### config.mk
export PLATFORM = sky130hd
export DESIGN_NAME = burst_sram_ctrl
export DESIGN_NICKNAME = d
export VERILOG_FILES = /design/src/rtl/bsc_pkg.sv /design/src/rtl/bsc_read_pipe.sv /design/src/rtl/bsc_pull_buffer.sv /design/src/rtl/bsc_atomic_alu.sv /design/src/rtl/burst_sram_ctrl.sv
export SDC_FILE = /design/constraint.sdc
export NUM_CORES = 1
export LEC_CHECK = 0
export BUFFER_PORTS_ARGS = -buffer_cell sky130_fd_sc_hd__buf_4
export CAP_MARGIN = 20
export CELL_PAD_IN_SITES_DETAIL_PLACEMENT = 0
export CELL_PAD_IN_SITES_GLOBAL_PLACEMENT = 2
export CORE_MARGIN = 5
export CORE_UTILIZATION = 45
export CTS_CLUSTER_DIAMETER = 50
export DETAILED_ROUTE_END_ITERATION = 7
export PLACE_DENSITY_LB_ADDON = 0.1
export SETUP_SLACK_MARGIN = 0.05
export SLEW_MARGIN = 20
export SYNTH_ARGS = -nofsm -noshare
export SYNTH_HDL_FRONTEND = slang
export SYNTH_SLANG_ARGS = --single-unit
export TNS_END_PERCENT = 50
### constraint.sdc
create_clock -name clk -period 9.8 [get_ports clk]
set_input_delay 0.49 -clock clk [delete_from_list [all_inputs] [get_ports clk]]
set_output_delay 0.49 -clock clk [all_outputs]
set_load 0.01 [all_outputs]
### src/rtl/bsc_pkg.sv
`timescale 1ns/1ps
// Package: shared encodings for the burst SRAM command controller.
// Assumes: a 2-bit opcode field; all users import this package.
package bsc_pkg;

    // Command kinds as carried on cmd_op
    typedef enum logic [1:0] {
        OP_READ  = 2'd0,
        OP_WRITE = 2'd1,
        OP_ADD   = 2'd2,
        OP_OR    = 2'd3
    } bsc_op_e;

    // Sequencer states
    typedef enum logic [2:0] {
        ST_IDLE,
        ST_RD_ISSUE,
        ST_RD_DRAIN,
        ST_WR_PULL,
        ST_WR_STORE,
        ST_AT_RD,
        ST_AT_WAIT,
        ST_AT_WR
    } bsc_state_e;

    // Tag travelling alongside each outstanding SRAM read
    typedef struct packed {
        logic push;   // word goes out on the push port
        logic last;   // final beat of the command
    } bsc_tag_t;

endpackage

### src/rtl/bsc_read_pipe.sv
`timescale 1ns/1ps
// Module: bsc_read_pipe
// Tracks outstanding SRAM reads in a shift register. Each read registers
// sram_rdata after BASE_LAT + extra_dly cycles and carries a tag with it.
// Assumes: extra_dly is steady while reads are in flight; BASE_LAT >= 1.
module bsc_read_pipe
    import bsc_pkg::*;
#(
    parameter int DATA_W   = 32,
    parameter int DLY_W    = 2,
    parameter int BASE_LAT = 2
) (
    input  logic              clk,
    input  logic              rst_n,
    input  logic              launch,
    input  bsc_tag_t          launch_tag,
    input  logic [DLY_W-1:0]  extra_dly,
    input  logic [DATA_W-1:0] rdata,
    output logic              cap_valid,
    output bsc_tag_t          cap_tag,
    output logic [DATA_W-1:0] cap_data
);
    localparam int DEPTH = BASE_LAT + (1 << DLY_W) - 1;
    localparam int TAP_W = (DEPTH > 1) ? $clog2(DEPTH) : 1;

    logic [DEPTH-1:0] vld_sr;
    bsc_tag_t         tag_sr [DEPTH];
    logic [TAP_W-1:0] tap;

    // Pick the stage that matches the total read latency
    always_comb begin
        tap = TAP_W'(BASE_LAT - 1) + TAP_W'(extra_dly);
    end

    // Shift the valid/tag pair one stage per cycle
    always_ff @(posedge clk) begin
        if (!rst_n) begin
            vld_sr <= '0;
            for (int s = 0; s < DEPTH; s++) begin
                tag_sr[s] <= '0;
            end
        end else begin
            vld_sr[0] <= launch;
            tag_sr[0] <= launch_tag;
            for (int s = 1; s < DEPTH; s++) begin
                vld_sr[s] <= vld_sr[s-1];
                tag_sr[s] <= tag_sr[s-1];
            end
        end
    end

    // Register the returned word when its delay has elapsed
    always_ff @(posedge clk) begin
        if (!rst_n) begin
            cap_valid <= 1'b0;
            cap_tag   <= '0;
            cap_data  <= '0;
        end else begin
            cap_valid <= vld_sr[tap];
            if (vld_sr[tap]) begin
                cap_tag  <= tag_sr[tap];
                cap_data <= rdata;
            end
        end
    end
endmodule

### src/rtl/bsc_pull_buffer.sv
`timescale 1ns/1ps
// Module: bsc_pull_buffer
// Holds the words of one write burst between gathering and storing.
// Assumes: one write and one asynchronous read port; contents need no reset.
module bsc_pull_buffer #(
    parameter int DATA_W = 32,
    parameter int IDX_W  = 4
) (
    input  logic              clk,
    input  logic              wr_en,
    input  logic [IDX_W-1:0]  wr_idx,
    input  logic [DATA_W-1:0] wr_data,
    input  logic [IDX_W-1:0]  rd_idx,
    output logic [DATA_W-1:0] rd_data
);
    localparam int WORDS = 1 << IDX_W;

    logic [DATA_W-1:0] store [WORDS];

    // Capture an accepted pull word
    always_ff @(posedge clk) begin
        if (wr_en) begin
            store[wr_idx] <= wr_data;
        end
    end

    // Present the word for the current store cycle
    always_comb begin
        rd_data = store[rd_idx];
    end
endmodule

### src/rtl/bsc_atomic_alu.sv
`timescale 1ns/1ps
// Module: bsc_atomic_alu
// Computes the write-back value of an atomic command from the original word.
// Assumes: only the add and set-bits operations exist.
module bsc_atomic_alu #(
    parameter int DATA_W = 32
) (
    input  logic              use_or,
    input  logic [DATA_W-1:0] old_word,
    input  logic [DATA_W-1:0] operand,
    output logic [DATA_W-1:0] new_word
);
    // Select the modify operation
    always_comb begin
        if (use_or) begin
            new_word = old_word | operand;
        end else begin
            new_word = old_word + operand;
        end
    end
endmodule

### src/rtl/burst_sram_ctrl.sv
`timescale 1ns/1ps
// Module: burst_sram_ctrl (top)
// Runs one burst read, burst write or atomic command at a time on a
// single-port synchronous SRAM. Reads return on the push port, writes are
// gathered from the pull port first, and done marks completion.
// Assumes: SRAM read data is valid BASE_LAT + cfg_extra_dly edges after the
// address edge; cfg_extra_dly is steady while a command runs.
module burst_sram_ctrl
    import bsc_pkg::*;
#(
    parameter int ADDR_W   = 10,
    parameter int DATA_W   = 32,
    parameter int LEN_W    = 4,
    parameter int DLY_W    = 2,
    parameter int BASE_LAT = 2
) (
    input  logic              clk,
    input  logic              rst_n,
    input  logic              cmd_valid,
    output logic              cmd_ready,
    input  logic [1:0]        cmd_op,
    input  logic [ADDR_W-1:0] cmd_addr,
    input  logic [LEN_W-1:0]  cmd_len,
    input  logic [DATA_W-1:0] cmd_operand,
    input  logic              cmd_ret,
    input  logic [DLY_W-1:0]  cfg_extra_dly,
    input  logic              pull_valid,
    output logic              pull_ready,
    input  logic [DATA_W-1:0] pull_data,
    output logic              push_valid,
    output logic [DATA_W-1:0] push_data,
    output logic              done,
    output logic              sram_en,
    output logic              sram_we,
    output logic [ADDR_W-1:0] sram_addr,
    output logic [DATA_W-1:0] sram_wdata,
    input  logic [DATA_W-1:0] sram_rdata
);
    bsc_state_e        state_q;
    bsc_op_e           op_q;
    logic [ADDR_W-1:0] base_q;
    logic [LEN_W-1:0]  len_q;
    logic [LEN_W-1:0]  idx_q;
    logic [DATA_W-1:0] operand_q;
    logic              ret_q;

    logic              accept;
    logic              pull_fire;
    logic              idx_end;
    logic              launch;
    bsc_tag_t          launch_tag;
    logic              cap_valid;
    bsc_tag_t          cap_tag;
    logic [DATA_W-1:0] cap_data;
    logic [DATA_W-1:0] buf_word;
    logic [DATA_W-1:0] atom_word;

    // Handshake and beat-position decodes
    always_comb begin
        accept    = cmd_valid & cmd_ready;
        pull_fire = pull_valid & pull_ready;
        idx_end   = (idx_q == len_q);
    end

    // Command sequencer: latch the command and step through its phases
    always_ff @(posedge clk) begin
        if (!rst_n) begin
            state_q   <= ST_IDLE;
            op_q      <= OP_READ;
            base_q    <= '0;
            len_q     <= '0;
            idx_q     <= '0;
            operand_q <= '0;
            ret_q     <= 1'b0;
        end else begin
            unique case (state_q)
                ST_IDLE: begin
                    if (accept) begin
                        op_q      <= bsc_op_e'(cmd_op);
                        base_q    <= cmd_addr;
                        len_q     <= cmd_len;
                        operand_q <= cmd_operand;
                        ret_q     <= cmd_ret;
                        idx_q     <= '0;
                        unique case (bsc_op_e'(cmd_op))
                            OP_READ:  state_q <= ST_RD_ISSUE;
                            OP_WRITE: state_q <= ST_WR_PULL;
                            default:  state_q <= ST_AT_RD;
                        endcase
                    end
                end
                ST_RD_ISSUE: begin
                    idx_q <= idx_q + 1'b1;
                    if (idx_end) begin
                        state_q <= ST_RD_DRAIN;
                    end
                end
                ST_RD_DRAIN: begin
                    if (cap_valid && cap_tag.last) begin
                        state_q <= ST_IDLE;
                    end
                end
                ST_WR_PULL: begin
                    if (pull_fire) begin
                        if (idx_end) begin
                            idx_q   <= '0;
                            state_q <= ST_WR_STORE;
                        end else begin
                            idx_q <= idx_q + 1'b1;
                        end
                    end
                end
                ST_WR_STORE: begin
                    idx_q <= idx_q + 1'b1;
                    if (idx_end) begin
                        state_q <= ST_IDLE;
                    end
                end
                ST_AT_RD: begin
                    state_q <= ST_AT_WAIT;
                end
                ST_AT_WAIT: begin
                    if (cap_valid) begin
                        state_q <= ST_AT_WR;
                    end
                end
                ST_AT_WR: begin
                    state_q <= ST_IDLE;
                end
                default: begin
                    state_q <= ST_IDLE;
                end
            endcase
        end
    end

    // Handshake outputs derived from the phase
    always_comb begin
        cmd_ready  = (state_q == ST_IDLE);
        pull_ready = (state_q == ST_WR_PULL);
    end

    // SRAM port drive: enable, direction, address and write data
    always_comb begin
        sram_en    = (state_q == ST_RD_ISSUE) || (state_q == ST_WR_STORE) ||
                     (state_q == ST_AT_RD)    || (state_q == ST_AT_WR);
        sram_we    = (state_q == ST_WR_STORE) || (state_q == ST_AT_WR);
        sram_addr  = base_q + ADDR_W'(idx_q);
        sram_wdata = (state_q == ST_AT_WR) ? atom_word : buf_word;
    end

    // Read launch and the tag that rides with it
    always_comb begin
        launch          = (state_q == ST_RD_ISSUE) || (state_q == ST_AT_RD);
        launch_tag.push = (state_q == ST_RD_ISSUE) ? 1'b1 : ret_q;
        launch_tag.last = (state_q == ST_RD_ISSUE) ? idx_end : 1'b1;
    end

    // Push port and completion strobe
    always_comb begin
        push_valid = cap_valid & cap_tag.push;
        push_data  = cap_data;
        done       = (push_valid & cap_tag.last) |
                     (pull_fire & idx_end) |
                     ((state_q == ST_AT_WR) & ~ret_q);
    end

    bsc_read_pipe #(
        .DATA_W   (DATA_W),
        .DLY_W    (DLY_W),
        .BASE_LAT (BASE_LAT)
    ) u_read_pipe (
        .clk        (clk),
        .rst_n      (rst_n),
        .launch     (launch),
        .launch_tag (launch_tag),
        .extra_dly  (cfg_extra_dly),
        .rdata      (sram_rdata),
        .cap_valid  (cap_valid),
        .cap_tag    (cap_tag),
        .cap_data   (cap_data)
    );

    bsc_pull_buffer #(
        .DATA_W (DATA_W),
        .IDX_W  (LEN_W)
    ) u_pull_buffer (
        .clk     (clk),
        .wr_en   (pull_fire),
        .wr_idx  (idx_q),
        .wr_data (pull_data),
        .rd_idx  (idx_q),
        .rd_data (buf_word)
    );

    bsc_atomic_alu #(
        .DATA_W (DATA_W)
    ) u_atomic_alu (
        .use_or   (op_q == OP_OR),
        .old_word (cap_data),
        .operand  (operand_q),
        .new_word (atom_word)
    );
endmodule

==> results of run 1 <==
## worst max-delay path, delay by kind of cell, from the launching register on
family	cells	cell delay, ns
multiplexers	2	1.09
buffers and inverters	2	0.79
AND/OR/NAND/NOR	1	0.10
AO/OA/AOI/OAI	2	0.39
flip-flops	1	0.87
## final cells by class
cell class	instances	area, sq um	share of cell area, %
well taps	773	967.2	3.078
inverters	81	304.0	0.9676
flip-flops and latches	622	17590	55.98
clock inverters	35	337.8	1.075
repair buffers	226	1709	5.439
multi-input cells	896	8572	27.28
clock buffers	90	1943	6.184
## sequential cells by signal (all words and copies together), names as in the netlist, 2 cells and up, named ones only
register / count
idx_q: 4
operand_q: 32
op_q: 2
u_pull_buffer.store: 512
state_q: 3
u_read_pipe.vld_sr: 5
base_q: 10
u_read_pipe.cap_tag: 2
len_q: 4
u_read_pipe.tag_sr: 10
u_read_pipe.cap_data: 32
## how the worst max path moves through the flow
stage          startpoint                   endpoint  slack (ns)  cells after the start
2_1_floorplan  state_q[0]  u_pull_buffer.store[3][0]        5.99                      6
3_3_place_gp    flip-flop             sram_wdata[31]        5.88                      7
3_5_place_dp    flip-flop             sram_wdata[31]        5.89                      7
4_1_cts         flip-flop             sram_wdata[31]        5.21                      7
5_1_grt         flip-flop             sram_wdata[31]        5.02                      7
6_report        flip-flop             sram_wdata[31]        5.35                      7
## cell usage in the layout, fill, tap and decap left out, drive strengths merged, types with 3 or more instances in the layout
master / n
clkinv: 23
xor2: 17
a211o: 3
mux4: 159
nor2b: 40
o31ai: 4
o22ai: 3
inv: 88
nand2: 162
dfxtp: 110
o21bai: 7
a31oi: 6
nand3: 12
a21o: 16
mux2i: 41
nand4: 10
o21a: 5
buf: 226
a21boi: 51
a21oi: 62
a211oi: 7
and2: 20
xnor2: 22
and3: 6
a221oi: 5
clkinvlp: 4
nor2: 61
a2111oi: 3
nor3: 20
clkbuf: 90
mux2: 4
ha: 72
edfxtp: 512
nand2b: 4
o21ai: 51
## per-stage QoR
step	cells	worst slack, ns	area [sq um]	utilization (%)
global placement	2598	5.878	29140	49.47
CTS	2723	5.208	31420	53.34
global route	2723	5.022	31420	53.34
detailed placement	2598	5.888	29140	49.47
finish	2723	5.353	31420	53.34
floorplan	1687	5.990	26670	-
## power groups by stage
stage,Sequential [mW],Combinational (mW),Clock (mW)
after floorplan,3.02,1.03,0
after global placement,3.12,1.43,0
after detailed placement,3.13,1.44,0
after CTS,3.07,1.45,2.62
after global routing,3.09,1.55,2.73
final,3.07,1.42,2.55
## metal layers
layer  routed length [um]  up-vias
li1                     -     6864
met1                29700     7662
met2                32090      346
met3                 3702       89
met4                 1198        4
met5                   34        -
## cell usage after synthesis (7+ instances only)
| cell type | instances |
|---|---|
| dfxtp_1 | 110 |
| o21ai_0 | 50 |
| xnor2_1 | 22 |
| clkbuf_1 | 57 |
| mux2i_1 | 41 |
| nor3_1 | 20 |
| nand4_1 | 10 |
| edfxtp_1 | 512 |
| a21oi_1 | 62 |
| buf_1 | 13 |
| ha_1 | 72 |
| o21bai_1 | 7 |
| inv_1 | 81 |
| buf_2 | 18 |
| nand3_1 | 12 |
| xor2_1 | 17 |
| mux4_2 | 159 |
| nand2_1 | 162 |
| nor2_1 | 61 |
| and2_1 | 20 |
| a21boi_0 | 51 |
| nor2b_1 | 40 |
| a21o_1 | 16 |
## cells by family (layout without fill, tap and decap cells)
family          Yosys count  in the layout  share of synthesized area [%]
buf+inv                 169            432                          2.463
fa+ha+maj                74             74                          3.527
mux                     204            204                          15.13
xor+xnor                 39             39                          1.281
simple gates            341            341                          5.784
compound gates          238            238                          5.920
flops                   622            622                          65.89
==> summary.txt, run 1 <==
Run status
  • Outcome: finished clean

Synth
  • Syn Nets: 1880
  • Synth area leader: edfxtp_1
  • Top cell type's share of synthesized area: 57.64%
  • Synth area leaders: edfxtp_1 58%, mux4_2 13%, dfxtp_1 8.3%
  • Asr flop ratio synth: 0%
  • Ys flop type: edfxtp_1
  • Ys Warns: 0
  • EDFF count, synth: 512
  • Yosys cell types: 58
  • Cell Area, Synth: 26670 sq um
  • Seq cells post-synth: 622
  • Syn Area/Cell: 15.81 sq um
  • Sequential area share after synthesis: 65.89%
  • Cells after Synth: 1687

Timing
  • Tmin final: 4.447 ns
  • Final setup fails: 0
  • Setup TNS: 0 ns
  • RSZ-0062 raised after global routing: false
  • Final worst path period share: 45.37%
  • Final hold vios: 0
  • Slew @ Worst Pin: 1.033 ns
  • Max_slew headroom: 30.77%
  • Peak Freq: 224.9 MHz
  • Clock skew: 0.02400 ns
  • Fin. max-slew vios: 0
  • Worst hold slack: 0.1379 ns

Final layout
  • N_diodes: 0
  • Final Net Count: 2094
  • Syn-to-layout area delta: 17.80%
  • Share of cells above drive strength 1: 26.97%
  • Fill count: 4850

Global route
  • Met1 GRT Util: 29.58%
  • Vias in the first global route: 15202
  • Initial antenna violation count: 2
  • All-Layer GR Usage: 20.60%
  • First-pass GRT wire length: 98.67 mm
  • GRT busiest layer: met2
  • Met2 Track Usage GR: 33.43%
  • M3 GR Usage: 3.869%
  • Overflow after GRT: 0
  • Pin count of the biggest net entering global routing: 104

Setup path
  • Worst R2R Setup Slack: 6.13 ns
  • Crit-path cells: buf_12 -> mux4_2 -> mux4_2 -> nand2_1 -> o31ai_1 -> a211o_1 -> buf_4
  • Critical-path maximum fanout: 91
  • Worst path max stage delay: 0.87 ns
  • Critical Path Source Type: flip-flop
  • Kind of critical path: flip-flop to output pin
  • CP endpoint kind: output pin
  • Worst path slowest cell: dfxtp_4
  • Reg2Reg Launch Point: state_q[0]
  • Capturing point of the worst reg2reg path: u_pull_buffer.store[2][10]
  • CP required: 9.31 ns
  • Reg2Reg Depth: 6
  • Worst Path Arrival: 3.96 ns
  • Critical path's most frequent cell: mux4_2

CTS
  • Post-CTS Setup Repair Bufs: 0
  • Clock Root Buffer: clkbuf_16
  • Clk_lat worst skew: 0.61 ns
  • CTS Hold Bufs: 0
  • Num CTS Buffers: 74
  • Clock Path Buffers: 3
  • CTS tree: yes
  • Reg clk slew, reported paths: 0.06 ns
  • Clk sinks: 622
  • Post-CTS Resized: 0
  • H-tree depth: 3

Min path
  • Hold path start: sram_rdata[7]
  • Hold WC Path Type: input port to flip-flop
  • Hold Path End: u_read_pipe.cap_data[7]
  • Min-Delay Path Depth: 3

Power
  • P_int: 5.103 mW
  • Clock power share: 36.2%
  • VDD IR max: 205.5 uV
  • Power, Total: 7.040 mW
  • Reg power frac: 43.6%
  • Pleak: 10.89 nW
  • Net Switching: 1.937 mW
  • PwrDens: 224.0 nW/um^2
  • Combinational share of power: 20.2%
  • Switching share of total power: 27.52%

Routing
  • Remaining DRCs: 0
  • Initial DRC count: 976
  • WL per Instance: 24.50 um
  • Vias: 14965
  • Post-Route WL: 66.73 mm
  • DRT Pass-1 Iters: 6
  • Detail Route Antenna Nets: 0
  • Vias per inst: 5.496

Placement
  • HPWL Detailed: 39.84 mm
  • Routability congestion estimate: 0.7856
  • Number of buffers added on ports: 198

Floorplanning
  • Die Footprint: 64240 sq um
  • # rows: 89
  • Core area: 58910 sq um
  • Io pins: 199
  • Chip Width: 253.5 um
  • DIE HEIGHT: 253.5 um
  • Initial Utilization: 45.28%

Job
  • Max_cap viols: 0
No activity file was read; power rests on OpenSTA's default activity.
==> inputs of run 2 (changes only) <==
ABC_AREA = 1   (was default)
CORE_UTILIZATION = 40   (was 45)
clock period = 4.4 ns   (was 9.8 ns; I/O delays follow)
==> run 2 against run 1 <==
  * Critical endpoint is now sram_wdata[9]
  * Worst hold slack worse by 0.13 ns
  * Register-to-register slack worse by 4.3 ns
  * Cell area grew 8.6%
==> summary.txt, run 2 <==
Timing
  • Final setup fails: 0 (unchanged)
  • Slew @ Worst Pin: 1.054 ns (+0.02087 ns)
  • Final worst path period share: 84.01%
  • Worst hold slack: 0.009133 ns (-0.1287 ns)
  • Peak Freq: 270.5 MHz
  • Clock skew: 0.02945 ns (+0.005452 ns)
  • Setup TNS: 0 ns (unchanged)
  • Final hold vios: 0 (unchanged)
  • Max_slew headroom: 29.65% (-1.1 points)
  • RSZ-0062 raised after global routing: false
  • Fin. max-slew vios: 0 (unchanged)
  • Tmin final: 3.696 ns

Floorplanning
  • Core area: 68590 sq um (+16%)
  • Initial Utilization: 40.28% (-5.0 points)
  • DIE HEIGHT: 272.8 um (+7.6%)
  • Die Footprint: 74420 sq um (+16%)
  • Chip Width: 272.8 um (+7.6%)
  • Io pins: 199 (unchanged)
  • # rows: 96 (+7.9%)

Setup path
  • Crit-path cells: inv_6 -> buf_12 -> o21ai_0 -> o221ai_1 -> o211ai_1 -> o21ai_1 -> nand2_1 -> nand2_1 -> buf_4
  • Critical path's most frequent cell: nand2_1
  • Critical Path Source Type: flip-flop
  • CP required: 4.18 ns (-5.13 ns)
  • Worst path slowest cell: inv_6
  • Worst Path Arrival: 3.48 ns (-0.48 ns)
  • Worst path max stage delay: 0.73 ns (-0.14 ns)
  • Kind of critical path: flip-flop to output pin
  • Critical-path maximum fanout: 124 (+36%)
  • CP endpoint kind: output pin

Synth
  • Asr flop ratio synth: 0% (unchanged)
  • Yosys cell types: 40 (-31%)
  • Syn Nets: 2835 (+51%)
  • Top cell type's share of synthesized area: 55.65% (-2.0 points)
  • Synth area leader: edfxtp_1
  • Cell Area, Synth: 27630 sq um (+3.6%)
  • Ys Warns: 0 (unchanged)
  • Commonest cells in the synthesized netlist: 512 x edfxtp_1, 385 x nand2_1, 379 x nor2_1
  • Ys flop type: edfxtp_1
  • Seq cells post-synth: 622 (unchanged)
  • Syn Area/Cell: 10.46 sq um (-34%)
  • Sequential area share after synthesis: 63.62% (-2.3 points)
  • Cells after Synth: 2642 (+57%)
  • EDFF count, synth: 512 (unchanged)
  • Synth area leaders: edfxtp_1 56%, dfxtp_1 8.0%, o21ai_0 5.8%
  • Cell with the most instances after synthesis: edfxtp_1

Final layout
  • Largest register FFs: 512 (unchanged)
  • Share of cells above drive strength 1: 12.87% (-14 points)
  • Most common cell after layout, fill and taps aside: edfxtp_1
  • Fill count: 6224 (+28%)
  • Biggest register: u_pull_buffer.store
  • Commonest non-fill, non-tap cells in the layout: 512 x edfxtp_1, 384 x nand2_1, 363 x nor2_1
  • Design Area, Final: 34140 sq um (+8.6%)
  • Final Net Count: 3138 (+50%)
  • FF+latch area: 17590 sq um (unchanged)
  • Multi-input logic area: 8559 sq um (-0.15%)
  • Non-Filler Instances: 3938 (+45%)
  • Biggest regs: u_pull_buffer.store: 512 flops, operand_q: 32 flops, u_read_pipe.cap_data: 32 flops
  • Syn-to-layout area delta: 23.56%

Routing
  • Remaining DRCs: 0 (unchanged)
  • Initial DRC count: 1589 (+63%)
  • Detail Route Antenna Nets: 0 (unchanged)
  • DRT Pass-1 Iters: 5 (-1)
  • Post-Route WL: 85.70 mm (+28%)
  • Vias per inst: 5.208 (-5.2%)
  • WL per Instance: 21.76 um (-11%)
  • Vias: 20510 (+37%)

CTS
  • Post-CTS Resized: 0 (unchanged)
  • Clock Path Buffers: 3 (unchanged)
  • Reg clk slew, reported paths: 0.06 ns (about the same)
  • CTS tree: yes
  • Clock Root Buffer: clkbuf_16
  • H-tree depth: 3 (unchanged)
  • CTS Hold Bufs: 133 (+133)
  • Clk_lat worst skew: 0.62 ns (about the same)
  • Num CTS Buffers: 79 (+6.8%)
  • Post-CTS Setup Repair Bufs: 0 (unchanged)
  • Clk sinks: 622 (unchanged)

Power
  • VDD IR max: 511.3 uV (+150%)
  • PwrDens: 521.2 nW/um^2 (+130%)
  • Pleak: 13.01 nW (+19%)

Placement
  • DP Area: 30110 sq um (+3.3%)
  • Routability congestion estimate: 0.8521 (+8.5%)
  • Placed insts: 3662 (+41%)
  • Number of buffers added on ports: 198 (unchanged)
  • HPWL Detailed: 53.56 mm (+34%)

Run status
  • Outcome: finished clean

Global route
  • First-pass GRT wire length: 128.2 mm (+30%)
  • Initial antenna violation count: 1 (-1)
  • Overflow after GRT: 0 (unchanged)
  • All-Layer GR Usage: 22.56% (+2.0 points)
  • Vias in the first global route: 20638 (+36%)
  • Pin count of the biggest net entering global routing: 219 (+110%)

Job
  • Max_cap viols: 0 (unchanged)

Min path
  • Hold WC Path Type: input port to flip-flop
## run 2: worst max-delay path: cells and delay by family, from the launching register on
kind / cells / cell delay, ns
simple gates: 2 / 0.22
flops: 1 / 0.48
buf+inv: 3 / 1.19
compound gates: 4 / 0.80
## run 2: cells by family after synthesis
| logic type | Yosys count | share of synthesized area [%] |
|---|---|---|
| DFF | 622 | 63.62 |
| and+or+nand+nor | 867 | 12.33 |
| buffers and inverters | 378 | 5.838 |
| xor gates and xnor gates | 27 | 0.8560 |
| adders and majority gates | 74 | 3.406 |
| AOI/OAI and AO/OA | 674 | 13.94 |
## run 2: metal layers
metal | vias to the layer above | track usage (%) | share of wire, %
li1 | 9850 | - | -
met1 | 10048 | 30.11 | 44
met2 | 496 | 39.45 | 50
met3 | 116 | 2.959 | 4.3
met4 | 0 | 5.217 | 2.2
met5 | - | 0 | 0
## run 2: final cells by class
type                            instances  share of cell area (%)
Sequential cell                       622                   51.53
Multi-Input combinational cell       1642                   25.08
Clock inverter                         41                   1.605
Tap cell                              931                   3.413
Inverter                              233                   2.580
Timing Repair Buffer                  367                   9.523
Clock buffer                          101                   6.268
Antenna cell                            1                0.007331
## run 2: through the flow
stage	power [mW]	util, %	setup slack [ns]
after floorplan	9.612	-	1.469
after global placement	11.25	43.91	1.391
after detailed placement	11.29	43.91	1.354
after CTS	17.97	49.77	0.6716
after global routing	18.72	49.77	0.4826
final	17.79	49.77	0.7035
## run 2: path summary, 6_finish.rpt
kind | from | end | slack (ns) | cells after the start
min | cmd_operand[2] | operand_q[2] | 0.009 | 3
max reg2reg | state_q[1] | operand_q[29] | 1.85 | 8
min reg2reg | u_read_pipe.tag_sr[0][0] | u_read_pipe.tag_sr[1][0] | 0.43 | 2
max | flip-flop | sram_wdata[9] | 0.70 | 9
## run 2: power by group
part,internal (mW),total [mW],switching (mW)
registers,6.58,6.80,0.220
clock network,3.96,6.54,2.58
logic,1.49,4.45,2.96
